**src/rtl/sca_pkg.sv**
```systemverilog
`timescale 1ns/1ps
package sca_pkg;
  typedef enum logic [1:0] {
    ACC_IDLE  = 2'd0,
    ACC_READ  = 2'd1,
    ACC_WRITE = 2'd2
  } acc_kind_t;
endpackage

```
**src/rtl/sca_decode.sv**
```systemverilog
`timescale 1ns/1ps
module sca_decode
  import sca_pkg::*;
#(
  parameter int N_REQ    = 4,
  parameter int ADDR_W   = 12,
  parameter int BANK_LSB = 2,
  parameter int BANK_W   = 2,
  parameter int GROUP_W  = 1
) (
  input  logic [N_REQ-1:0]        valid_i,
  input  logic [N_REQ-1:0]        write_i,
  input  logic [N_REQ*ADDR_W-1:0] addr_i,
  output acc_kind_t               kind_o [N_REQ],
  output logic [GROUP_W-1:0]      grp_o  [N_REQ],
  output logic [BANK_W-1:0]       bnk_o  [N_REQ]
);
  localparam int GRP_LSB = BANK_LSB + BANK_W;

  for (genvar i = 0; i < N_REQ; i++) begin : g_req
    always_comb begin
      if (!valid_i[i])     kind_o[i] = ACC_IDLE;
      else if (write_i[i]) kind_o[i] = ACC_WRITE;
      else                 kind_o[i] = ACC_READ;
      bnk_o[i] = addr_i[i*ADDR_W + BANK_LSB +: BANK_W];
      grp_o[i] = addr_i[i*ADDR_W + GRP_LSB +: GROUP_W];
    end
  end
endmodule

```
**src/rtl/sca_grant.sv**
```systemverilog
`timescale 1ns/1ps
module sca_grant
  import sca_pkg::*;
#(
  parameter int N_REQ           = 4,
  parameter int N_GROUPS        = 2,
  parameter int BANKS_PER_GROUP = 4,
  parameter int BANK_W          = 2,
  parameter int GROUP_W         = 1,
  parameter int PTR_W           = 2
) (
  input  acc_kind_t          kind_i [N_REQ],
  input  logic [GROUP_W-1:0] grp_i  [N_REQ],
  input  logic [BANK_W-1:0]  bnk_i  [N_REQ],
  input  logic [PTR_W-1:0]   ptr_i,
  output logic [N_REQ-1:0]   grant_o
);
  logic [1:0]                 grp_load [N_GROUPS];
  logic                       grp_wr   [N_GROUPS];
  logic [BANKS_PER_GROUP-1:0] bank_busy[N_GROUPS];
  logic [PTR_W:0]             slot;
  logic [PTR_W-1:0]           idx;
  logic [GROUP_W-1:0]         g;
  logic [BANK_W-1:0]          b;
  logic                       fits;

  always_comb begin
    grant_o = '0;
    slot    = '0;
    idx     = '0;
    g       = '0;
    b       = '0;
    fits    = 1'b0;
    for (int j = 0; j < N_GROUPS; j++) begin
      grp_load[j]  = 2'd0;
      grp_wr[j]    = 1'b0;
      bank_busy[j] = '0;
    end
    for (int k = 0; k < N_REQ; k++) begin
      slot = {1'b0, ptr_i} + (PTR_W+1)'(k);
      if (slot >= (PTR_W+1)'(N_REQ)) slot = slot - (PTR_W+1)'(N_REQ);
      idx  = slot[PTR_W-1:0];
      g    = grp_i[idx];
      b    = bnk_i[idx];
      fits = (kind_i[idx] != ACC_IDLE) && (grp_load[g] < 2'd2) && !bank_busy[g][b]
             && !((kind_i[idx] == ACC_WRITE) && grp_wr[g]);
      if (fits) begin
        grant_o[idx]    = 1'b1;
        grp_load[g]     = grp_load[g] + 2'd1;
        bank_busy[g][b] = 1'b1;
        if (kind_i[idx] == ACC_WRITE) grp_wr[g] = 1'b1;
      end
    end
  end
endmodule

```
**src/rtl/sca_prio.sv**
```systemverilog
`timescale 1ns/1ps
module sca_prio #(
  parameter int N_REQ = 4,
  parameter int PTR_W = 2
) (
  input  logic             clk,
  input  logic             rst_n,
  input  logic             conflict_i,
  output logic [PTR_W-1:0] ptr_o
);
  logic [PTR_W-1:0] ptr_q;
  logic [PTR_W-1:0] ptr_d;
  logic             ptr_en;

  always_comb begin
    ptr_en = conflict_i;
    if (ptr_q == PTR_W'(N_REQ-1)) ptr_d = '0;
    else                          ptr_d = ptr_q + PTR_W'(1);
  end

  always_ff @(posedge clk or negedge rst_n) begin
    if (!rst_n)      ptr_q <= '0;
    else if (ptr_en) ptr_q <= ptr_d;
  end

  assign ptr_o = ptr_q;
endmodule

```
**src/rtl/sca_arbiter.sv**
```systemverilog
`timescale 1ns/1ps
module sca_arbiter
  import sca_pkg::*;
#(
  parameter int N_REQ           = 4,
  parameter int N_GROUPS        = 2,
  parameter int BANKS_PER_GROUP = 4,
  parameter int ADDR_W          = 12,
  parameter int BANK_LSB        = 2
) (
  input  logic                    clk,
  input  logic                    rst_n,
  input  logic [N_REQ-1:0]        req_valid,
  input  logic [N_REQ-1:0]        req_write,
  input  logic [N_REQ*ADDR_W-1:0] req_addr,
  output logic [N_REQ-1:0]        req_ready
);
  localparam int BANK_W  = $clog2(BANKS_PER_GROUP);
  localparam int GROUP_W = $clog2(N_GROUPS);
  localparam int PTR_W   = $clog2(N_REQ);

  acc_kind_t          kind [N_REQ];
  logic [GROUP_W-1:0] grp  [N_REQ];
  logic [BANK_W-1:0]  bnk  [N_REQ];
  logic [N_REQ-1:0]   grant;
  logic [PTR_W-1:0]   prio_ptr;
  logic               conflict;

  sca_decode #(
    .N_REQ(N_REQ), .ADDR_W(ADDR_W), .BANK_LSB(BANK_LSB),
    .BANK_W(BANK_W), .GROUP_W(GROUP_W)
  ) u_decode (
    .valid_i(req_valid), .write_i(req_write), .addr_i(req_addr),
    .kind_o(kind), .grp_o(grp), .bnk_o(bnk)
  );

  sca_grant #(
    .N_REQ(N_REQ), .N_GROUPS(N_GROUPS), .BANKS_PER_GROUP(BANKS_PER_GROUP),
    .BANK_W(BANK_W), .GROUP_W(GROUP_W), .PTR_W(PTR_W)
  ) u_grant (
    .kind_i(kind), .grp_i(grp), .bnk_i(bnk), .ptr_i(prio_ptr), .grant_o(grant)
  );

  assign conflict = |(req_valid & ~grant);

  sca_prio #(.N_REQ(N_REQ), .PTR_W(PTR_W)) u_prio (
    .clk(clk), .rst_n(rst_n), .conflict_i(conflict), .ptr_o(prio_ptr)
  );

  assign req_ready = grant & {N_REQ{rst_n}};
endmodule

```
**config.mk**
```make
export PLATFORM = sky130hd
export DESIGN_NAME = sca_arbiter
export DESIGN_NICKNAME = d
export VERILOG_FILES = /design/src/rtl/sca_pkg.sv /design/src/rtl/sca_decode.sv /design/src/rtl/sca_grant.sv /design/src/rtl/sca_prio.sv /design/src/rtl/sca_arbiter.sv
export SDC_FILE = /design/constraint.sdc
export NUM_CORES = 1
export LEC_CHECK = 0
export ABC_AREA = 1
export CELL_PAD_IN_SITES_DETAIL_PLACEMENT = 2
export CELL_PAD_IN_SITES_GLOBAL_PLACEMENT = 2
export CORE_UTILIZATION = 20
export CTS_CLUSTER_DIAMETER = 30
export DETAILED_ROUTE_END_ITERATION = 8
export PLACE_DENSITY = 0.86
export SYNTH_ARGS = -nofsm -noshare
export SYNTH_HDL_FRONTEND = slang
export SYNTH_SLANG_ARGS = --single-unit
```
**constraint.sdc**
```tcl
create_clock -name clk -period 3.89 [get_ports clk]
set_input_delay 0.9725 -clock clk [delete_from_list [all_inputs] [get_ports clk]]
set_output_delay 0.9725 -clock clk [all_outputs]
set_load 0.005 [all_outputs]
```
==> flow_summary_export.csv <==
group,metric,value,unit
synth,synthMuxAreaShare,0,
layout,area_growth,133.5,%
synth,synth_xor_xnor_area_share,0,
synth,synth.cell_area,1991,um^2
global_route,grt_pass1_wl,28440,um
synth,synth_top_family_by_area,"simple AND/OR/NAND/NOR gates",
cts,h-tree-depth,1,
layout,drive_gt1_frac,0.7019,
layout,nNetsFinal,642,
timing,worstMarginPinSlew,0.8074,ns
cts,cts_sinks,2,
worst_setup_path,worstPathArrival,4.29,ns
worst_setup_path,worstSetupStartpointType,"input pin",
floorplan,floorplan.initialDensity,0.2046,
floorplan,core-area,9729,um^2
place,place_congestion,0.9694,
floorplan,die_area,10360,um^2
flow_run,max-cap-violations,0,
synth,synthSimpleGateAreaFrac,0.7128,
global_route,grt_pass1_vias,4365,
place,placed_area,3102,um^2
synth,syn_nets,445,
layout,largest_reg_flops,2,
timing,max_freq,190.1,MHz
worst_setup_path,end_kind,"output pin",
floorplan,num_io_pins,62,
global_route,grt.overflow.total,0,
cts,clock_latency,0.23,ns
layout,multi_input_area,2613,um^2
status,violations,"setup timing",
timing,grt_setup_unrepaired,"true",
synth,seq_area_frac_synth,0.02514,
global_route,grt_max_degree,25,
timing,worst_slack,-1.370,ns
cts,cts_tree,"built",
routing,drt-initial-drc-count,430,
timing,hold_viol,0,
place,numPortBuffers,25,
timing,timing.setup.tns,-6.337,ns
floorplan,num_rows,36,
synth,postSynthCellCount,382,
cts,cts-root-buf,"clkbuf_8",
synth,ys_types,29,
place,dpl.hpwl,10260,um
floorplan,die_h,101.8,um
timing,setup-violations-final,6,
worst_setup_path,critPathKind,"input pin to output pin",
routing,wirelength,23480,um
routing,viasPerCell,5.910,
cts,clkTransAtPathRegs,0.03,ns
cts,numCtsBuffers,3,
routing,wl_per_cell,33.07,um
timing,relSlewSlack,0.4617,
hold_path,hp-class,"flip-flop to flip-flop",
floorplan,die_w,101.8,um
worst_setup_path,cp_max_fo,6,
routing,vias,4196,
synth,syn_avg_cell_area,5.211,um^2
routing,dr.pass1.iters,5,
layout,fillCellCount,1122,
routing,drtAntennaViolNets,0,
timing,period_needed,5.260,ns
timing,post-route-period-util,1.352,
synth,ys.warnings.count,0,
synth,synth_compound_area_frac,0.1113,
worst_setup_path,required,2.92,ns
synth,synth_seq_cells,2,
routing,drc,0,
layout,area.sequential,52.55,um^2
layout,finalInstanceArea,4648,um^2
timing,skew,0.002866,ns
layout,diodes,0,
cts,clk_path_buf_depth,2,
timing,slew_viol_final,0,
synth,synth-adder-area-share,0.03143,
global_route,grtUsageTotal,0.3867,
status,outcome,"complete, but fails checks",
global_route,antenna_found_initial,1,
==> layout make-up <==
class / count / share of cell area
Multi-Input combinational cell: 332 / 0.5620
Timing Repair Buffer: 199 / 0.3424
Inverter: 41 / 0.03957
Tap cell: 133 / 0.03580
Sequential cell: 2 / 0.01131
Clock buffer: 3 / 0.008883
==> metal layers <==
metal,GRT usage,up-vias,share of wire
met5,0,-,0
met4,0.1795,0,0.077
met3,0.08213,126,0.079
met2,0.6840,301,0.47
li1,-,1661,-
met1,0.4425,2108,0.37
==> critical path, cell delays in order <==
cell and delay [ns]:
buf_4 0.15, inv_2 0.09, nand3_1 0.11, nand2_1 0.17, nand2_1 0.12, o211ai_1 0.17
nand3_4 0.13, nor2_4 0.18, buf_12 0.14, nand3_4 0.17, buf_6 0.18, nand2_4 0.06
nand3_2 0.09, nand2_2 0.12, nor2_4 0.07, nand2_4 0.10, nor2_8 0.05, buf_4 0.15
a221oi_1 0.69, a21oi_1 0.17, buf_2 0.18
==> metrics by stage <==
stage	setup WS, ns	utilization	instances	hold slack [ns]
floorplan	-0.1898	-	382	0.6769
CTS	-0.8742	0.4277	690	0.7993
global placement	-1.470	0.3188	622	0.7159
detailed placement	-1.883	0.3188	622	0.7503
global route	-1.358	0.4778	710	0.8439
finish	-1.370	0.4778	710	0.8529
==> cells in the final DEF (no fill, tap or decap), types with 2 or more instances in the layout <==
master / Yosys / final
inv_4: 0 / 7
inv_1: 37 / 25
a21oi_1: 7 / 4
inv_2: 4 / 7
nand2_1: 132 / 54
buf_8: 0 / 3
o211ai_1: 4 / 4
nand3_2: 5 / 30
nand3_1: 58 / 20
o21ai_2: 1 / 4
dfrtp_2: 0 / 2
o22ai_1: 2 / 2
o21ai_0: 12 / 7
buf_6: 3 / 14
ha_1: 5 / 4
buf_12: 1 / 4
nor2_2: 4 / 5
nand2_2: 19 / 64
clkbuf_8: 0 / 3
nand3_4: 3 / 17
a21oi_2: 0 / 2
o21ai_1: 7 / 5
nand2_8: 0 / 3
nor2_1: 37 / 22
nor2_4: 3 / 18
a22oi_1: 2 / 2
nand4_1: 21 / 21
nand2_4: 2 / 33
o21ai_4: 1 / 5
buf_2: 3 / 12
buf_4: 1 / 165
nor2_8: 3 / 3
==> synthesized netlist by cell type (all sizes together) <==
cell	count	area share
a21oi	7	0.018
inv	41	0.077
dfrtp	2	0.025
a22oi	2	0.0075
buf	8	0.038
o22ai	2	0.0063
a221oi	1	0.0044
o21ai	21	0.060
nand4	21	0.066
nand2	153	0.32
o211ai	4	0.015
clkbuf	2	0.0038
nor2	47	0.13
nand3	66	0.20
ha	5	0.031
==> path summary, 6_finish.rpt <==
check	from	end	slack, ns	cells after the start
hold / removal	u_prio.ptr_o[0]	u_prio.ptr_o[0]	0.85	4
hold reg to reg	u_prio.ptr_o[0]	u_prio.ptr_o[0]	0.85	4
setup reg to reg	u_prio.ptr_o[1]	u_prio.ptr_o[1]	-0.50	30
min in group asynchronous	rst_n	u_prio.ptr_o[0]	0.99	1
setup / recovery	req_write[2]	req_ready[0]	-1.37	21
max in group asynchronous	rst_n	u_prio.ptr_o[1]	2.66	1
==> logic make-up after synthesis <==
logic type               Yosys count
AO/OA/AOI/OAI                     37
adder cells (fa/ha/maj)            5
buffers and inverters             51
flip-flops                         2
AND/OR/NAND/NOR                  287
==> repair_timing <==
| action | in CTS | in global routing |
|---|---|---|
| buffers inserted | 70 | 23 |
| resized for setup | 255 | 98 |
| cloned | 3 | 0 |
| setup endpoints to repair | 6 | 6 |
| pin swaps | 84 | 74 |
| hold buffers | 0 | 0 |
Power is not shown: default switching activity piles up to over one toggle a cycle in this logic, so the estimate is an artifact.
